==> src/rtl/tgc_pkg.sv <==
package tgc_pkg;
   // Saturating ramp used for the reset contents of the gain table
   function automatic int unsigned sat_ramp(input int unsigned idx,
                                            input int unsigned step,
                                            input int unsigned maxc);
      int unsigned v;
      v = idx * step;
      return (v > maxc) ? maxc : v;
   endfunction
endpackage

==> src/rtl/tgc_table.sv <==
module tgc_table #(
   parameter int unsigned ENTRIES   = 32,
   parameter int unsigned CODE_W    = 10,
   parameter bit          USE_RAMP  = 1'b0,
   parameter int unsigned RAMP_STEP = 32,
   parameter int unsigned FLAT_CODE = 512,
   localparam int unsigned IDX_W    = $clog2(ENTRIES),
   localparam int unsigned MAX_CODE = (1 << CODE_W) - 1
) (
   input  logic              clk,
   input  logic              rst_n,
   input  logic              we,
   input  logic [IDX_W-1:0]  waddr,
   input  logic [CODE_W-1:0] wdata,
   input  logic [IDX_W-1:0]  raddr,
   output logic [CODE_W-1:0] rdata
);
   logic [CODE_W-1:0] mem_q [ENTRIES];

   for (genvar i = 0; i < ENTRIES; i++) begin : g_ent
      localparam int unsigned RAMP_V = tgc_pkg::sat_ramp(i, RAMP_STEP, MAX_CODE);
      localparam int unsigned INIT_V = USE_RAMP ? RAMP_V : FLAT_CODE;
      always_ff @(posedge clk) begin
         if (!rst_n)
            mem_q[i] <= CODE_W'(INIT_V);
         else if (we && (waddr == IDX_W'(i)))
            mem_q[i] <= wdata;
      end
   end

   always_comb begin
      rdata = '0;
      for (int k = 0; k < ENTRIES; k++)
         if (raddr == IDX_W'(k)) rdata = mem_q[k];
   end
endmodule

==> src/rtl/tgc_seq.sv <==
module tgc_seq #(
   parameter int unsigned ENTRIES       = 32,
   parameter int unsigned TICKS_PER_SEG = 512,
   localparam int unsigned IDX_W        = $clog2(ENTRIES),
   localparam int unsigned CNT_W        = $clog2(TICKS_PER_SEG),
   localparam int unsigned LAST_IDX     = ENTRIES - 1,
   localparam int unsigned LAST_CNT     = TICKS_PER_SEG - 1
) (
   input  logic             clk,
   input  logic             rst_n,
   input  logic             tick,
   input  logic             line_start,
   output logic             active,
   output logic             ld,
   output logic [IDX_W-1:0] ld_idx
);
   logic [IDX_W-1:0] idx_q;
   logic [CNT_W-1:0] cnt_q;
   logic             act_q;
   logic             seg_end;
   logic             last_seg;

   assign seg_end  = act_q && tick && (cnt_q == CNT_W'(LAST_CNT));
   assign last_seg = (idx_q == IDX_W'(LAST_IDX));
   assign active   = act_q;

   always_comb begin
      ld     = line_start || (seg_end && !last_seg);
      ld_idx = line_start ? '0 : idx_q + 1'b1;
   end

   always_ff @(posedge clk) begin
      if (!rst_n) begin
         act_q <= 1'b0;
         idx_q <= '0;
         cnt_q <= '0;
      end else if (line_start) begin
         act_q <= 1'b1;
         idx_q <= '0;
         cnt_q <= '0;
      end else if (act_q && tick) begin
         if (seg_end) begin
            cnt_q <= '0;
            if (last_seg) act_q <= 1'b0;
            else          idx_q <= idx_q + 1'b1;
         end else begin
            cnt_q <= cnt_q + 1'b1;
         end
      end
   end
endmodule

==> src/rtl/tgc_step_gen.sv <==
module tgc_step_gen #(
   parameter int unsigned ENTRIES       = 32,
   parameter int unsigned CODE_W        = 10,
   parameter int unsigned TICKS_PER_SEG = 512,
   parameter bit          USE_RAMP      = 1'b0,
   parameter int unsigned RAMP_STEP     = 32,
   parameter int unsigned FLAT_CODE     = 512,
   localparam int unsigned IDX_W        = $clog2(ENTRIES)
) (
   input  logic              clk,
   input  logic              rst_n,
   input  logic              tick,
   input  logic              line_start,
   input  logic              wr_en,
   input  logic [IDX_W-1:0]  wr_addr,
   input  logic [CODE_W-1:0] wr_data,
   output logic [CODE_W-1:0] dac_code,
   output logic              line_active,
   output logic [CODE_W-1:0] rb_level
);
   if (ENTRIES < 2) begin : g_bad_entries
      $error("tgc_step_gen: ENTRIES must be at least 2");
   end
   if (TICKS_PER_SEG < 2) begin : g_bad_ticks
      $error("tgc_step_gen: TICKS_PER_SEG must be at least 2");
   end
   if (CODE_W < 1 || CODE_W > 16) begin : g_bad_width
      $error("tgc_step_gen: CODE_W out of range");
   end
   if (!USE_RAMP && FLAT_CODE >= (1 << CODE_W)) begin : g_bad_flat
      $error("tgc_step_gen: FLAT_CODE does not fit CODE_W");
   end

   logic              ld;
   logic [IDX_W-1:0]  ld_idx;
   logic [CODE_W-1:0] rd_code;
   logic              wr_ok;
   logic [CODE_W-1:0] dac_q;
   logic [CODE_W-1:0] held_q;

   assign wr_ok = wr_en && !line_active && !line_start;

   tgc_seq #(
      .ENTRIES       (ENTRIES),
      .TICKS_PER_SEG (TICKS_PER_SEG)
   ) u_seq (
      .clk        (clk),
      .rst_n      (rst_n),
      .tick       (tick),
      .line_start (line_start),
      .active     (line_active),
      .ld         (ld),
      .ld_idx     (ld_idx)
   );

   tgc_table #(
      .ENTRIES   (ENTRIES),
      .CODE_W    (CODE_W),
      .USE_RAMP  (USE_RAMP),
      .RAMP_STEP (RAMP_STEP),
      .FLAT_CODE (FLAT_CODE)
   ) u_tbl (
      .clk   (clk),
      .rst_n (rst_n),
      .we    (wr_ok),
      .waddr (wr_addr),
      .wdata (wr_data),
      .raddr (ld_idx),
      .rdata (rd_code)
   );

   always_ff @(posedge clk) begin
      if (!rst_n) begin
         dac_q  <= '0;
         held_q <= '0;
      end else begin
         if (ld) dac_q <= rd_code;
         if (line_start && !line_active) held_q <= dac_q;
      end
   end

   assign dac_code = dac_q;
   assign rb_level = line_active ? held_q : dac_q;
endmodule

==> config.mk <==
export PLATFORM = sky130hd
export DESIGN_NAME = tgc_step_gen
export DESIGN_NICKNAME = d
export VERILOG_FILES = /design/src/rtl/tgc_pkg.sv /design/src/rtl/tgc_table.sv /design/src/rtl/tgc_seq.sv /design/src/rtl/tgc_step_gen.sv
export SDC_FILE = /design/constraint.sdc
export NUM_CORES = 1
export LEC_CHECK = 0
export CAP_MARGIN = 20
export CORE_UTILIZATION = 50
export CTS_CLUSTER_DIAMETER = 30
export DETAILED_ROUTE_END_ITERATION = 6
export DONT_BUFFER_PORTS = 1
export HOLD_SLACK_MARGIN = 0.03
export PLACE_DENSITY_LB_ADDON = 0.15
export SKIP_LAST_GASP = 1
export SLEW_MARGIN = 10
export SYNTH_ARGS = -nofsm -noshare
export SYNTH_HDL_FRONTEND = slang
export SYNTH_SLANG_ARGS = --single-unit
==> constraint.sdc <==
create_clock -name clk -period 4.8 [get_ports clk]
set_input_delay 1.44 -clock clk [delete_from_list [all_inputs] [get_ports clk]]
set_output_delay 1.44 -clock clk [all_outputs]
set_load 0.02 [all_outputs]
# Word level (Yosys, flattened, before mapping)
# Memories as Yosys holds them, arrays and structs flattened.
# Index checks and enable logic that the tools add are counted.
# op_classes
reduce_logical	50
n_bitwise	34
shifts	0
eq_ne	64
add_sub_neg	2
muxes	168
div_mod_pow	0
n_lt_le_gt_ge	0
multipliers	0
# op_table
cell	n
10-bit two-way mux	65
5-bit == test, second input constant	33
1-bit two-way mux	101
5-bit by 4-bit == test with 1-bit output, second input constant	16
5-bit by 3-bit == test with 1-bit output, second input constant	8
1-bit logical AND	38
1-bit bitwise OR	32
5-bit by 2-bit == test with 1-bit output, second input constant	4
5-bit by 1-bit == test with 1-bit output, second input constant	2
5-bit logical NOT	2
9-bit by 1-bit adder with 9-bit output, second input constant	1
9-bit == test, second input constant	1
9-bit two-way mux	1
3-bit AND reduction	2
2-bit nonzero test	3
5-bit by 1-bit adder with 5-bit output, second input constant	1
5-bit two-way mux	1
1-bit logical NOT	3
1-bit NOT	2
2-bit OR reduction	1
1-bit logical OR	1
# word_totals
mem_bits_ro	0
n_memories	1
latchBits	0
ramBits	320
reg_bits	35
output_inout_bits	21
inputBits	20
# memory_table
name	words	width	read_ports	rd_clocked_by_memory_dff	wr	line_no	source
u_tbl.mem_q	32	10	32	0	32	tgc_table.sv:18	logic [CODE_W-1:0] mem_q [ENTRIES];

# Logic depth before layout (Yosys ltp)
# Gate-level depths: netlist (run 1).
# logic_depth
depth_word	35
mapped_depth	15

# By module
# A second synthesis (run 1) with hierarchy kept.
# hier_totals
hier_cells	1577
hier_area_um2	18137.4
# modules_own_cells
module	instances	cells_each	area_per_inst_um2
tgc_table	1	1403	16422.0
tgc_step_gen	1	88	948.4
tgc_seq	1	86	767.0

# Worst setup path before layout (run 1)
# Ideal clock, no wire load.
# synth_path
path_type	flip-flop to flip-flop
from	register u_seq.idx_q[1]
to	register dac_q[1], in the netlist dac_code[1]
path_stages_with_launch	15
t_arrival_ns	3.167
path_slack_ns	1.510
synth_period_minus_slack_ns	3.290
required_ns	4.678
path_buffers	4
cell_sequence	dfxtp_1 -> ha_1 -> buf_2 -> buf_2 -> and3_1 -> ha_1 -> buf_2 -> nor2b_1 -> buf_2 -> o211ai_4 -> a21oi_4 -> a221o_1 -> or4_1 -> a31oi_1 -> o21ai_1
# synth_via
elab_chain_len	35
word_cells_on_any_way	70
# synth_lines
element	line_no	source
start, declared	tgc_seq.sv:17	logic [IDX_W-1:0] idx_q;
start signal, assigned	tgc_seq.sv:45	else idx_q <= idx_q + 1'b1;
5-bit by 1-bit adder with 5-bit output	tgc_seq.sv:29	ld_idx = line_start ? '0 : idx_q + 1'b1;
5-bit two-way mux	tgc_seq.sv:29	
5-bit logical NOT	tgc_table.sv:34	if (raddr == IDX_W'(k)) rdata = mem_q[k];
10-bit two-way mux (32 in series)	tgc_table.sv:34	
end signal, assigned	tgc_step_gen.sv:77	if (ld) dac_q <= rd_code;
end, declared	tgc_step_gen.sv:38	logic [CODE_W-1:0] dac_q;
# Several ways; a longest one is shown, not always the timed one.
# A chain may end at the register's enable or synchronous reset.

# Worst setup path in the final report (run 1)
# layout_path
from	register u_seq.idx_q[1]
to	register dac_q[3], in the netlist dac_code[3]
# Same word-level chain as after synthesis.

==> results.cfg, run 1 <==
[outcome]
outcome = completed

[worst_setup_path]
arrival_ps = 4910
start_kind = register
rr_startpoint = u_seq.idx_q[1]
r2r-end = dac_code[3]
setup.worst_path.end_class = register
crit_fanout = 21
reg2reg_depth = 10
reg2reg_slack_ps = 320
crit_required_ps = 5230
crit_type = reg -> reg

[sta]
finalCritPeriodShare_pct = 93.3
holdWs_ps = 458
fmax_mhz = 223
clock_skew_ps = 22.7
hold_violations = 0
min_period_ps = 4480
setup_violations = 0
tightestPinTransition_ps = 1190
maxSlewHeadroom_pct = 19.4
setup_tns_ps = 0
final.setup.worst_slack_ps = 323
rsz0062_at_grt = no
maxSlewViolCount = 0

[clocking]
cts-root-buf = clkbuf_16
cts_tree = built
cts_buffers = 75
cts.repair.resized = 0
htreeDepth = 3
clkSinkCount = 355
path_clk_slew_ps = 50
max-clock-path-buffers = 3
clkLatencyLatePin_ps = 600
post-cts-setup-buffer-count = 0
ctsHoldBuffers = 0

[die]
die_w_um = 189
row_count = 67
dieArea_mm2 = 0.0356
core_area_mm2 = 0.0339
ios = 41
die_h_um = 189
start_util_pct = 51.4

[global_routing]
antenna_found_initial = 2
grt_pass1_wl_mm = 88.7
grt_max_degree = 59
first_global_vias = 13000
grt_usage_pct = 34.9
grt_overflow = 0

[placement]
hpwl_mm = 40.9
dp_slack_ps = 558
dp.cells = 1937
numPortBuffers = 0
routabilityCongestion = 1.05
post_dp_cell_area_mm2 = 0.0181

[yosys]
async_flop_share_pct = 0
synth-seq-cells = 355
ys_types = 86
yosysSeqAreaShare_pct = 59.2
synth.cell_area_mm2 = 0.0174
yosysWarningCount = 0
synth_fp_nets = 1549
synthFlopType = edfxtp_1
synth_edf_count = 320
synth_cells = 1525
syn_area_per_cell_um2 = 11.4

[cells_and_area]
multi_input_area_mm2 = 0.00663
drive_above_1_share_pct = 14.5
nets = 1590
final_common_cell = edfxtp_1
syn_to_final_growth_pct = 18.4
layoutNonFillerInstCount = 2075
antennaDiodeCount = 0
mostFrequentLayoutCells = edfxtp_1, and2_1, nand2_1
finalInstanceArea_mm2 = 0.0206
nFillCells = 2723
regArea_mm2 = 0.0103

[hold_path]
holdPathStages = 2
hp-class = reg -> reg
min_from = held_q[9]
hold_end = held_q[9]

[pwr]
leakagePower_nw = 7.30
p_per_area_mw_per_mm2 = 440
vdd_drop_max_mv = 0.343

[routing]
drcViolationCount = 0
detail-route-antenna-nets = 0
drtPass1Iterations = 6
detail_route.wl_per_cell_um = 29.7
via_per_inst = 6.55
vias = 13600
routed_wl_mm = 61.6
drt_iter0_markers = 2283

[flow_run]
drv_cap = 0
## critical path, stage by stage, from the launching register on
cell and delay, ps:
dfxtp_1 500, ha_2 550, and3_1 230, ha_1 400, nor2_1 220, o211ai_1 190, and2_1 420, o21ai_0 290
a221o_1 400, nor4b_1 980, o31ai_1 140
## sequential cells by signal, indices dropped and copies added (netlist names)
| signal | flops |
|---|---|
| u_seq.idx_q | 5 |
| u_seq.active | 1 |
| u_tbl.mem_q | 320 |
| dac_code | 10 |
| held_q | 10 |
| u_seq.cnt_q | 9 |
## cell type report
type,count,share of cell area [%]
timing repair buffer,67,2.44
multi-input combinational,1054,32.2
inverter,13,0.237
clock buffer,85,9.50
sequential,355,50.0
tap,448,2.72
clock inverter,53,2.88
## cells by family (layout without fill, tap and decap cells)
family                   after synthesis  in the layout  synth area share (%)
adder cells (fa/ha/maj)                4              4                 0.287
AND/OR/NAND/NOR                      651            651                  20.4
multiplexers                          36             36                  2.40
XOR/XNOR                               8              8                 0.402
AO/OA/AOI/OAI                        355            355                  14.5
flip-flops                           355            355                  59.2
buffers and inverters                116            218                  2.77
## Yosys cell counts, types with 9 or more instances
cell type    n  share of area [%]
a21oi_1     45                1.3
nand2_1    115                2.5
nor2_1      90                1.9
mux2i_1     17               0.98
a221oi_1    19               0.96
or3_1       39                1.4
a21boi_0    10               0.43
clkbuf_1    75                1.6
nor2b_1     10               0.36
buf_2       22               0.63
and2_1     297                 11
inv_1       12               0.26
nor3_1      20               0.57
o21ai_0     79                2.3
nand4_1      9               0.32
o211ai_1    11               0.47
a22oi_1     21               0.91
o22ai_1     24               0.86
a211oi_1    15               0.65
dfxtp_1     35                4.0
o21ai_1      9               0.26
nand3_1     25               0.72
edfxtp_1   320                 55
mux2_2      16                1.0
o22a_1       9               0.45
a31oi_1     11               0.40
## metrics by stage
| stage | power, mW | util (%) |
|---|---|---|
| floorplan | 3.77 | - |
| global placement | 3.89 | 53.3 |
| detailed placement | 3.89 | 53.3 |
| CTS | 9.08 | 60.8 |
| global route | 9.25 | 60.8 |
| finish | 9.06 | 60.8 |
## power by group
group | switching (mW) | leakage [nW] | internal, mW
registers | 0.0857 | 3.45 | 3.48
logic | 0.191 | 2.63 | 0.0885
clock network | 1.77 | 1.23 | 3.44
## how the worst max path moves through the flow
| stage | cells after the start | slack (ps) | endpoint | start |
|---|---|---|---|---|
| floorplan | 14 | 1510 | dac_code[1] | u_seq.idx_q[1] |
| global placement | 9 | 580 | dac_code[3] | u_seq.idx_q[1] |
| detailed placement | 10 | 560 | dac_code[3] | u_seq.idx_q[1] |
| CTS | 9 | 540 | dac_code[3] | u_seq.idx_q[1] |
| global route | 10 | 210 | dac_code[3] | u_seq.idx_q[1] |
| finish | 10 | 320 | dac_code[3] | u_seq.idx_q[1] |
## metal layers
| metal | track usage, % | up-vias | part of all wire (%) | wire, um |
|---|---|---|---|---|
| met5 | 0 | - | 0 | 0 |
| met4 | 14.5 | 0 | 4.0 | 2430 |
| met3 | 8.38 | 163 | 13 | 7920 |
| met2 | 51.0 | 1018 | 43 | 26600 |
| met1 | 49.9 | 6614 | 40 | 24600 |
| li1 | - | 5790 | - | - |
Power figures use the tool's default switching activity.
==> run 2, diff against run 1 <==
- CAP_MARGIN: 20 -> 10
- MAX_ROUTING_LAYER: default -> met4
==> run 2 against run 1 <==
First-iteration DRC count shrank 11%. Core utilization increased by 0.51 points. Clock skew down 4.9 ps. Setup slack better by 290 ps. Register-to-register slack gained 290 ps. Largest cell class unchanged. Highest routed layer unchanged.
==> results.cfg, run 2 (same netlist as run 1, synthesis figures left out) <==
[cells_and_area]
final_common_cell = edfxtp_1
mostFrequentLayoutCells = edfxtp_1, and2_1, nand2_1
largest_reg_flops = 320
syn_to_final_growth_pct = 19.3
nets = 1595
nFillCells = 2735
drive_above_1_share_pct = 14.9
top_register = u_tbl.mem_q

[clocking]
cts.repair.resized = 0
cts-root-buf = clkbuf_16
ctsHoldBuffers = 0
clkSinkCount = 355
cts_buffers = 80
htreeDepth = 3
cts_tree = built
max-clock-path-buffers = 3
clkLatencyLatePin_ps = 590
path_clk_slew_ps = 50
post-cts-setup-buffer-count = 0

[routing]
maxUsedRoutingLayer = met4
drtPass1Iterations = 6
drt_iter0_markers = 2039
drcViolationCount = 0
wl_met2_mm = 27.3
vias = 13500
routed_wl_mm = 62.6
detail-route-antenna-nets = 0
detail_route.wl_per_cell_um = 30.0
via_per_inst = 6.45
wl_met1_mm = 25.6
wl_met3_mm = 7.54

[hold_path]
holdPathStages = 2
min_from = held_q[9]
hp-class = reg -> reg

[pwr]
vdd_drop_max_mv = 0.342
power_mw = 9.29
leakagePower_nw = 7.40
p_per_area_mw_per_mm2 = 447

[sta]
clock_skew_ps = 17.9
maxSlewViolCount = 0
setup_tns_ps = 0
setup_violations = 0
min_period_ps = 4190
hold_violations = 0
finalCritPeriodShare_pct = 87.2
fmax_mhz = 239
tightestPinTransition_ps = 1120
rsz0062_at_grt = no
maxSlewHeadroom_pct = 25.2

[worst_setup_path]
setup.worst_path.end_class = register
reg2reg_depth = 9
rr_startpoint = u_seq.idx_q[1]
crit_chain = ha_2 > nand2b_1 > nand2_1 > buf_4 > a21o_1 > a222oi_1 > a211oi_1 > nor4b_1 > o31ai_1
slowest_stage = ha_2
start_kind = register
crit_start = u_seq.idx_q[1]
crit_fanout = 24
crit_type = reg -> reg
slowest_delay_ps = 880
arrival_ps = 4620
crit_required_ps = 5240

[global_routing]
grt_pass1_wl_mm = 90.0
grt_usage_pct = 36.6
grt_overflow = 0
grt_max_degree = 59
first_global_vias = 13100
antenna_found_initial = 2

[outcome]
outcome = completed

[die]
ios = 41
start_util_pct = 51.4
die_h_um = 189
core_area_mm2 = 0.0339
row_count = 67
dieArea_mm2 = 0.0356
die_w_um = 189

[flow_run]
drv_cap = 0

[placement]
numPortBuffers = 0
routabilityCongestion = 1.04
hpwl_mm = 42.2
run 2: cell types whose count changed in the layout (fill, tap and decap cells not counted), sizes merged:
cell,delta
diode,+2
clkinvlp,-5
clkinv,+4
inv,+3
clkbuf,+8
run 2: routing by layer:
layer	global-route usage (%)	vias to the layer above
li1	-	5801
met1	49.4	6672
met2	52.4	867
met3	11.0	120
met4	12.6	0
met5	-	-
run 2: critical path, delay by kind of cell (launching register included):
family	cells	cell delay, ps
buffers and inverters	1	300
and+or+nand+nor	3	1460
DFF	1	410
AOI/OAI and AO/OA	4	970
adders and majority gates	1	880
run 2: final timing paths:
check / end / slack (ps)
setup / recovery: dac_code[3] / 610
hold / removal: held_q[9] / 460
setup reg to reg: dac_code[3] / 610
hold reg to reg: held_q[9] / 460
run 2: layout make-up:
class / instances / area [um2] / share of cell area [%]
flip-flops and latches: 355 / 10300 / 49.6
multi-input cells: 1054 / 6630 / 31.9
clock buffers: 93 / 2080 / 10.0
clock inverters: 55 / 624 / 3.00
well taps: 448 / 561 / 2.70
repair buffers: 67 / 515 / 2.48
inverters: 13 / 48.8 / 0.235
diodes: 2 / 5.00 / 0.0241
run 2: report_power, final:
part           internal (mW)  switching [mW]  total (mW)
clock                   3.63            1.81        5.44
sequential              3.49          0.0767        3.56
combinational         0.0891           0.197       0.286
total                   7.20            2.09        9.29
run 2: stage by stage:
step / util (%) / setup WS [ps] / instances / area (um2) / hold slack, ps
2_1_floorplan: - / 1510 / 1525 / 17400 / 440
3_5_place_dp: 53.4 / 767 / 1937 / 18100 / 458
3_3_place_gp: 53.4 / 748 / 1937 / 18100 / 445
6_report: 61.4 / 614 / 2087 / 20800 / 462
4_1_cts: 61.3 / 728 / 2085 / 20800 / 466
5_1_grt: 61.3 / 500 / 2086 / 20800 / 489
==> run 3, diff against run 2 <==
- CORE_MARGIN: default -> 2
- REMOVE_ABC_BUFFERS: default -> 1
==> run 3 against run 2 <==
The run now ends with design-rule violations left. Sequential cell count is the same. Cell area shrank 1.2%. First-iteration DRC count shrank 17%. Combinational power shrank 2%. Non-clock buffer count shrank 7.
==> results.cfg, run 3 (same netlist as run 1, synthesis figures left out) <==
[outcome]
outcome = finished with violations
violations = design-rule violations

[pwr]
p_per_area_mw_per_mm2 = 438
power_mw = 9.00
leakagePower_nw = 7.26
vdd_drop_max_mv = 0.378

[global_routing]
antenna_found_initial = 2
grt_max_degree = 59
grt_usage_pct = 36.2
first_global_vias = 12900
grt_pass1_wl_mm = 89.7
grt_overflow = 0

[routing]
detail-route-antenna-nets = 0
drt_iter0_markers = 1694
detail_route.wl_per_cell_um = 30.4
drtPass1Iterations = 7
routed_wl_mm = 63.0
via_per_inst = 6.39
drcViolationCount = 1
vias = 13300

[worst_setup_path]
crit_start = u_seq.idx_q[1]
arrival_ps = 4740
setup.worst_path.end_class = register
rr_startpoint = u_seq.idx_q[1]
crit_type = reg -> reg
start_kind = register
crit_fanout = 21
crit_required_ps = 5250

[cells_and_area]
syn_to_final_growth_pct = 18.0
top_register = u_tbl.mem_q
nFillCells = 2844
nets = 1583
drive_above_1_share_pct = 13.8
final_common_cell = edfxtp_1
largest_reg_flops = 320
mostFrequentLayoutCells = edfxtp_1, and2_1, nand2_1

[sta]
tightestPinTransition_ps = 1010
clock_skew_ps = 19.6
holdWs_ps = 458
finalCritPeriodShare_pct = 89.4
rsz0062_at_grt = no
setup_violations = 0
maxSlewViolCount = 0
maxSlewHeadroom_pct = 30.7
min_period_ps = 4290
hold_violations = 0
fmax_mhz = 233

[placement]
numPortBuffers = 0
routabilityCongestion = 0.995
hpwl_mm = 42.6

[flow_run]
drv_cap = 0

[clocking]
clkSinkCount = 355
post-cts-setup-buffer-count = 0
path_clk_slew_ps = 50
cts_buffers = 75
cts_tree = built
ctsHoldBuffers = 0
cts.repair.resized = 0
clkLatencyLatePin_ps = 590
max-clock-path-buffers = 3
cts-root-buf = clkbuf_16
htreeDepth = 3

[die]
die_h_um = 191
dieArea_mm2 = 0.0363
die_w_um = 191
start_util_pct = 50.5
row_count = 68
core_area_mm2 = 0.0345
ios = 41

[hold_path]
hp-class = reg -> reg
min_from = held_q[6]
run 3: path summary, 6_finish.rpt:
kind	to	slack (ps)	depth (start not counted)
worst max-delay path	dac_code[3]	510	10
worst max register to register	dac_code[3]	510	10
worst min register to register	held_q[6]	460	2
worst min-delay path	held_q[6]	460	2
run 3: per-layer routing:
| layer | up-vias | part of all wire (%) | routed length, um | global-route usage (%) |
|---|---|---|---|---|
| li1 | 5783 | - | - | - |
| met1 | 6503 | 40 | 25500 | 48.3 |
| met2 | 826 | 44 | 27700 | 52.1 |
| met3 | 158 | 12 | 7280 | 10.1 |
| met4 | 0 | 4.0 | 2550 | 15.1 |
| met5 | - | 0 | 0 | - |
run 3: report_power, final:
part | switching [mW] | internal, mW | total [mW]
Clock | 1.68 | 3.47 | 5.15
Sequential | 0.0816 | 3.49 | 3.57
Combinational | 0.192 | 0.0875 | 0.279
run 3: stage by stage:
stage	utilization, %	TNS (ps)	cells	cell area, um2	worst slack [ps]
after floorplan	-	-133	1422	17000	-83.1
after global placement	52.3	0	1937	18000	871
after detailed placement	52.3	0	1937	18000	790
after CTS	59.6	0	2074	20500	730
after global routing	59.6	0	2075	20500	433
final	59.6	0	2076	20500	507
run 3: area by class of cell:
cell class                      count  area, um2  area share (%)
Clock inverter                     48        549            2.67
Timing Repair Buffer               60        450            2.19
Inverter                           13       48.8           0.238
Antenna cell                        2       5.00          0.0244
Multi-Input combinational cell   1054       6630            32.3
Clock buffer                       89       1970            9.60
Sequential cell                   355      10300            50.2
Tap cell                          455        569            2.77
run 3: critical path, cell delays in order (launching register included):
cell and delay [ps]:
dfxtp_1 510, ha_2 560, and3_1 240, ha_1 450, or2_1 420, or3_1 250
nand2_1 210, a32oi_1 590, o2111ai_1 300, nor4b_1 490, o31ai_1 130
